**src/rtl/tre_pkg.sv**
```systemverilog
package tre_pkg;
  typedef enum logic [1:0] {
    SEQ_IDLE = 2'd0,
    SEQ_PLAN = 2'd1,
    SEQ_UP   = 2'd2,
    SEQ_DOWN = 2'd3
  } seq_state_e;
endpackage

```
**src/rtl/tre_lead_one.sv**
```systemverilog
module tre_lead_one #(
  parameter int W   = 6,
  localparam int PW = $clog2(W + 1)
) (
  input  logic [W-1:0]  vec_i,
  output logic [PW-1:0] pos_o   // index of top set bit plus one, 0 if none
);
  logic [W:0]   clear_above;
  logic [W-1:0] first_hot;

  assign clear_above[W] = 1'b1;
  for (genvar g = W - 1; g >= 0; g--) begin : g_scan
    assign clear_above[g] = clear_above[g+1] & ~vec_i[g];
    assign first_hot[g]   = vec_i[g] & clear_above[g+1];
  end

  always_comb begin
    pos_o = '0;
    for (int i = 0; i < W; i++) begin
      if (first_hot[i]) pos_o = pos_o | PW'(i + 1);
    end
  end
endmodule

```
**src/rtl/tre_planner.sv**
```systemverilog
module tre_planner #(
  parameter int ADDR_W = 6,
  localparam int LW    = $clog2(ADDR_W + 1)
) (
  input  logic [ADDR_W-1:0] src_i,
  input  logic [ADDR_W-1:0] dst_i,
  output logic [LW-1:0]     climb_o,
  output logic [ADDR_W-1:0] path_o
);
  logic [ADDR_W-1:0] diff;
  assign diff = src_i ^ dst_i;

  tre_lead_one #(.W(ADDR_W)) u_lead (
    .vec_i (diff),
    .pos_o (climb_o)
  );

  for (genvar g = 0; g < ADDR_W; g++) begin : g_mask
    assign path_o[g] = dst_i[g] & (LW'(g) < climb_o);
  end

  always_comb begin

    climb_msb_chk: assert ((diff == '0) ? (climb_o == '0)
                           : ((diff >> (climb_o - LW'(1))) == ADDR_W'(1)));
  end
endmodule

```
**src/rtl/tre_sequencer.sv**
```systemverilog
module tre_sequencer
  import tre_pkg::*;
#(
  parameter int ADDR_W = 6,
  localparam int LW    = $clog2(ADDR_W + 1)
) (
  input  logic              clk_i,
  input  logic              rst_ni,
  input  logic              req_valid_i,
  input  logic              req_step_i,
  input  logic [LW-1:0]     climb_i,
  input  logic [ADDR_W-1:0] path_i,
  output logic              req_ready_o,
  output logic              out_valid_o,
  input  logic              out_ready_i,
  output logic              out_plan_o,
  output logic [LW-1:0]     out_climb_o,
  output logic [LW:0]       out_hops_o,
  output logic [ADDR_W-1:0] out_path_o,
  output logic              out_up_o,
  output logic              out_right_o,
  output logic              out_last_o
);
  seq_state_e        state_q;
  logic [LW-1:0]     climb_q, cnt_q;
  logic [ADDR_W-1:0] path_q;
  logic              accept, take, cnt_one;

  assign accept  = req_valid_i & req_ready_o;
  assign take    = out_valid_o & out_ready_i;
  assign cnt_one = (cnt_q == LW'(1));

  always_ff @(posedge clk_i or negedge rst_ni) begin
    if (!rst_ni) begin
      state_q <= SEQ_IDLE;
      climb_q <= '0;
      cnt_q   <= '0;
      path_q  <= '0;
    end else begin
      unique case (state_q)
        SEQ_IDLE: if (accept) begin
          climb_q <= climb_i;
          path_q  <= path_i;
          cnt_q   <= climb_i;
          if (!req_step_i)          state_q <= SEQ_PLAN;
          else if (climb_i != '0)   state_q <= SEQ_UP;
        end
        SEQ_PLAN: if (take) state_q <= SEQ_IDLE;
        SEQ_UP: if (take) begin
          if (cnt_one) begin
            state_q <= SEQ_DOWN;
            cnt_q   <= climb_q;
          end else begin
            cnt_q <= cnt_q - LW'(1);
          end
        end
        SEQ_DOWN: if (take) begin
          if (cnt_one) state_q <= SEQ_IDLE;
          else         cnt_q   <= cnt_q - LW'(1);
        end
        default: state_q <= SEQ_IDLE;
      endcase
    end
  end

  logic [ADDR_W-1:0] path_sh;
  assign path_sh = path_q >> (cnt_q - LW'(1));

  assign req_ready_o = (state_q == SEQ_IDLE);
  assign out_valid_o = (state_q != SEQ_IDLE);
  assign out_plan_o  = (state_q == SEQ_PLAN);
  assign out_climb_o = climb_q;
  assign out_hops_o  = {climb_q, 1'b0};
  assign out_path_o  = path_q;
  assign out_up_o    = (state_q == SEQ_UP);
  assign out_right_o = (state_q == SEQ_DOWN) & path_sh[0];
  assign out_last_o  = (state_q == SEQ_DOWN) & cnt_one;


  beat_hold_chk: assert property (@(posedge clk_i) disable iff (!rst_ni)
    out_valid_o && !out_ready_i |=> out_valid_o &&
      $stable({out_plan_o, out_up_o, out_right_o, out_last_o, out_climb_o, out_path_o}));


  last_reopens_chk: assert property (@(posedge clk_i) disable iff (!rst_ni)
    out_valid_o && out_ready_i && (out_last_o || out_plan_o) |=> req_ready_o);


  no_up_after_down_chk: assert property (@(posedge clk_i) disable iff (!rst_ni)
    out_valid_o && out_ready_i && !out_up_o && !out_plan_o && !out_last_o |=> !out_up_o);


  path_masked_chk: assert property (@(posedge clk_i) disable iff (!rst_ni)
    out_valid_o |-> (out_path_o >> out_climb_o) == '0);
endmodule

```
**src/rtl/tree_route_unit.sv**
```systemverilog
module tree_route_unit #(
  parameter int ADDR_W = 6,
  localparam int LW    = $clog2(ADDR_W + 1)
) (
  input  logic              clk_i,
  input  logic              rst_ni,
  input  logic              req_valid_i,
  output logic              req_ready_o,
  input  logic [ADDR_W-1:0] req_src_i,
  input  logic [ADDR_W-1:0] req_dst_i,
  input  logic              req_step_i,
  output logic              out_valid_o,
  input  logic              out_ready_i,
  output logic              out_plan_o,
  output logic [LW-1:0]     out_climb_o,
  output logic [LW:0]       out_hops_o,
  output logic [ADDR_W-1:0] out_path_o,
  output logic              out_up_o,
  output logic              out_right_o,
  output logic              out_last_o
);
  logic [LW-1:0]     climb;
  logic [ADDR_W-1:0] path;

  tre_planner #(.ADDR_W(ADDR_W)) u_plan (
    .src_i   (req_src_i),
    .dst_i   (req_dst_i),
    .climb_o (climb),
    .path_o  (path)
  );

  tre_sequencer #(.ADDR_W(ADDR_W)) u_seq (
    .clk_i       (clk_i),
    .rst_ni      (rst_ni),
    .req_valid_i (req_valid_i),
    .req_step_i  (req_step_i),
    .climb_i     (climb),
    .path_i      (path),
    .req_ready_o (req_ready_o),
    .out_valid_o (out_valid_o),
    .out_ready_i (out_ready_i),
    .out_plan_o  (out_plan_o),
    .out_climb_o (out_climb_o),
    .out_hops_o  (out_hops_o),
    .out_path_o  (out_path_o),
    .out_up_o    (out_up_o),
    .out_right_o (out_right_o),
    .out_last_o  (out_last_o)
  );
endmodule

```
**config.mk**
```make
export PLATFORM = sky130hd
export DESIGN_NAME = tree_route_unit
export DESIGN_NICKNAME = d
export VERILOG_FILES = /design/src/rtl/tre_pkg.sv /design/src/rtl/tre_lead_one.sv /design/src/rtl/tre_planner.sv /design/src/rtl/tre_sequencer.sv /design/src/rtl/tree_route_unit.sv
export SDC_FILE = /design/constraint.sdc
export NUM_CORES = 1
export LEC_CHECK = 0
export BUFFER_PORTS_ARGS = -buffer_cell sky130_fd_sc_hd__buf_2
export CORE_ASPECT_RATIO = 1.25
export CORE_UTILIZATION = 40
export CTS_BUF_LIST = sky130_fd_sc_hd__clkbuf_4 sky130_fd_sc_hd__clkbuf_8
export DETAILED_ROUTE_END_ITERATION = 6
export GPL_TIMING_DRIVEN = 0
export PLACE_DENSITY = 0.69
export SLEW_MARGIN = 20
export SYNTH_ARGS = -nofsm -noshare
export SYNTH_HDL_FRONTEND = slang
export SYNTH_SLANG_ARGS = --single-unit
```
**constraint.sdc**
```tcl
create_clock -name clk_i -period 4.6 [get_ports clk_i]
set_clock_uncertainty 0.05 [all_clocks]
set_input_delay 1.38 -clock clk_i [delete_from_list [all_inputs] [get_ports clk_i]]
set_output_delay 1.38 -clock clk_i [all_outputs]
set_load 0.01 [all_outputs]
```
==> metrics.cfg <==
[outcome]
outcome=finished clean

[grt]
grt_usage_pct=19.8
antenna_found_initial=0
grt_pass1_wl_mm=3.87
grt_pass1_vias=886
grt_overflow=0
grt_max_degree=15

[route]
firstDrtPassIters=4
drc=0
viasPerCell=5.12
dr_total_vias=911
post_drt_wl_per_cell_um=12.2
drt_iter0_markers=14
wl_mm=2.17
postRouteAntennaNets=0

[logic_synthesis]
syn_area_per_cell_um2=9.22
syn_inst=109
yosysWarnings=0
syn_nets=128
yosysUniqueCellTypes=45
ys_ff_latch=14
synth_edf_count=0
synthArstFlopShare_pct=100
ys.flop_type=dfrtp_1
netlist_area_um2=1000
yosysSeqAreaShare_pct=34.9

[critical_path]
cpMaxStageDelayCell=dfrtp_1
required_ns=3.17
cp_max_fo=6
crit_path_start_kind=flop
critPathArrivalTime_ns=1.89
worstReg2RegStart=u_seq.cnt_q[0]$_DFFE_PN0P_
cp_top_family=flip-flops
crit_path_end_kind=primary output
crit_type=reg2out
crit_chain=inv_1 > ha_1 > mux4_2 > a22oi_1 > nor3_1 > buf_2
worstSetupStartpoint=u_seq.cnt_q[0]$_DFFE_PN0P_
cp.buffers_inverters=2
cpPeakStageDelay_ns=0.48

[clocking]
ctsLongestPathBuffers=2
tritoncts=done
cts_buffers=3
cts_root_buffer=clkbuf_4
ctsHoldBuffers=0
cts_sinks=14
htree_levels=1
cts_resized=0
clk_latency_ns=0.29
cts_setup_buffers=0
clk_pin_slew_ns=0.09

[placement]
gp_congestion=0.842
placement.io_buffers=34
dpl.hpwl_mm=1.74
placed_area_um2=1210

[finish]
n_antenna_cell=0
fin_nets=167
design_area_um2=1250
postLayoutCoreUtil_pct=54.8
drive_above_1_share_pct=38.8
syn_to_final_growth_pct=24.4
seq_area_um2=350
multi_input_area_um2=582
fill_cells=235

[power]
finalPower_uw=762
max-vdd-ir-drop_mv=0.271
leakage_nw=0.602
p_per_area_nw_per_um2=609

[hold_path]
hp-class=reg2reg
holdCritStartpoint=u_seq.out_path_o[4]$_DFFE_PN0P_

[die]
core-area_um2=2280
die_width_um=46.8
start_util_pct=44.0
dieArea_um2=2720
fp.dieH_um=58.0
num_rows=19
pin_count=36

[timing]
rsz0062_at_grt=false
slew_violations=0
whs_ns=0.451
fin_crit_sh_pct=72.2
hold_viol=0
finalSetupViolCount=0
fin_tns_setup_ns=0
fmax_ghz=0.301
fin_crit_ns=3.32

[run]
cap_violations=0

## state kept, by name, indices dropped and copies added (netlist names)
signal / cells
u_seq.state_q: 2
u_seq.cnt_q: 3
u_seq.out_path_o: 6
u_seq.out_climb_o: 3
## cell usage in the layout (no fill, tap or decap), types with 2 or more instances in the layout
cell type / n
o21ai_0: 6
dfrtp_1: 14
ha_1: 2
nor2b_1: 3
buf_4: 4
a221oi_2: 2
clkbuf_4: 3
inv_1: 6
xnor2_1: 5
nor3_1: 2
a21oi_1: 2
o21ai_1: 4
nand2_1: 14
nor2_1: 7
xor2_1: 2
mux2i_1: 2
nand2b_1: 2
xor2_2: 2
nand3_1: 2
mux2_2: 2
buf_2: 35
## cells in the mapped netlist (2+ instances only)
cell type   n  area share [%]
xor2_2      2             3.2
nor2_1      7             2.6
nor2b_1     3             1.9
nand3_1     2             1.0
o21ai_1     4             2.0
ha_1        2             2.5
mux2_2      2             2.2
mux2i_1     2             2.0
inv_1       6             2.2
o21ai_0     6             3.0
xor2_1      2             1.7
dfrtp_1    14              35
xnor2_1     5             4.4
a21oi_1     2             1.0
nor3_1      2             1.0
a221oi_2    2             3.0
nand2b_1    2             1.2
nand2_1    14             5.2
buf_4       4             3.0
## routing by layer
metal | routed length [um] | GRT usage, % | vias up
li1 | - | - | 445
met1 | 929 | 25.0 | 427
met2 | 1070 | 32.9 | 34
met3 | 115 | 1.87 | 5
met4 | 51 | 8.98 | 0
met5 | 0 | 0 | -
## power breakdown
part           switching, mW  internal (mW)
Clock                 0.0419         0.0483
Sequential            0.0586          0.183
Combinational          0.220          0.210
## worst reg2reg max path, cell delays in order, from the launching register on
cell	delay [ns]
dfrtp_1	0.48
ha_1	0.24
nor2b_1	0.15
mux2_2	0.33
o21ai_0	0.15
a21oi_1	0.08
## through the flow
stage / cells / worst slack (ns)
finish: 178 / 1.28
global route: 178 / 1.14
CTS: 178 / 1.25
detailed placement: 174 / 1.58
global placement: 174 / 1.58
floorplan: 109 / 1.81
## final cells by class
cell class                 count  area share [%]
sequential                    14            28.0
clock buffer                   4            2.90
timing repair buffer          34            13.6
inverter                       6            1.80
multi-input combinational     82            46.5
tap                           31            3.10
buffer                         7            4.00
## final timing paths
| check | end | slack [ns] | cells past startpoint |
|---|---|---|---|
| setup / recovery | out_right_o | 1.28 | 6 |
| hold / removal | u_seq.out_path_o[4]$_DFFE_PN0P_ | 0.45 | 2 |
| setup reg to reg | u_seq.cnt_q[2]$_DFFE_PN0P_ | 3.00 | 5 |
| hold reg to reg | u_seq.out_path_o[4]$_DFFE_PN0P_ | 0.45 | 2 |
| max in group asynchronous | u_seq.out_path_o[2]$_DFFE_PN0P_ | 3.34 | 1 |
| min in group asynchronous | u_seq.out_path_o[0]$_DFFE_PN0P_ | 0.92 | 1 |
## cell families after synthesis
group	Yosys count	synth area share (%)
adder cells (fa/ha/maj)	2	2.49
buffers and inverters	13	7.22
other	1	0.373
AO/OA/AOI/OAI	23	16.3
multiplexers	5	6.48
flip-flops	14	34.9
XOR/XNOR	9	9.34
AND/OR/NAND/NOR	42	22.9
Power figures use the tool's default switching activity.
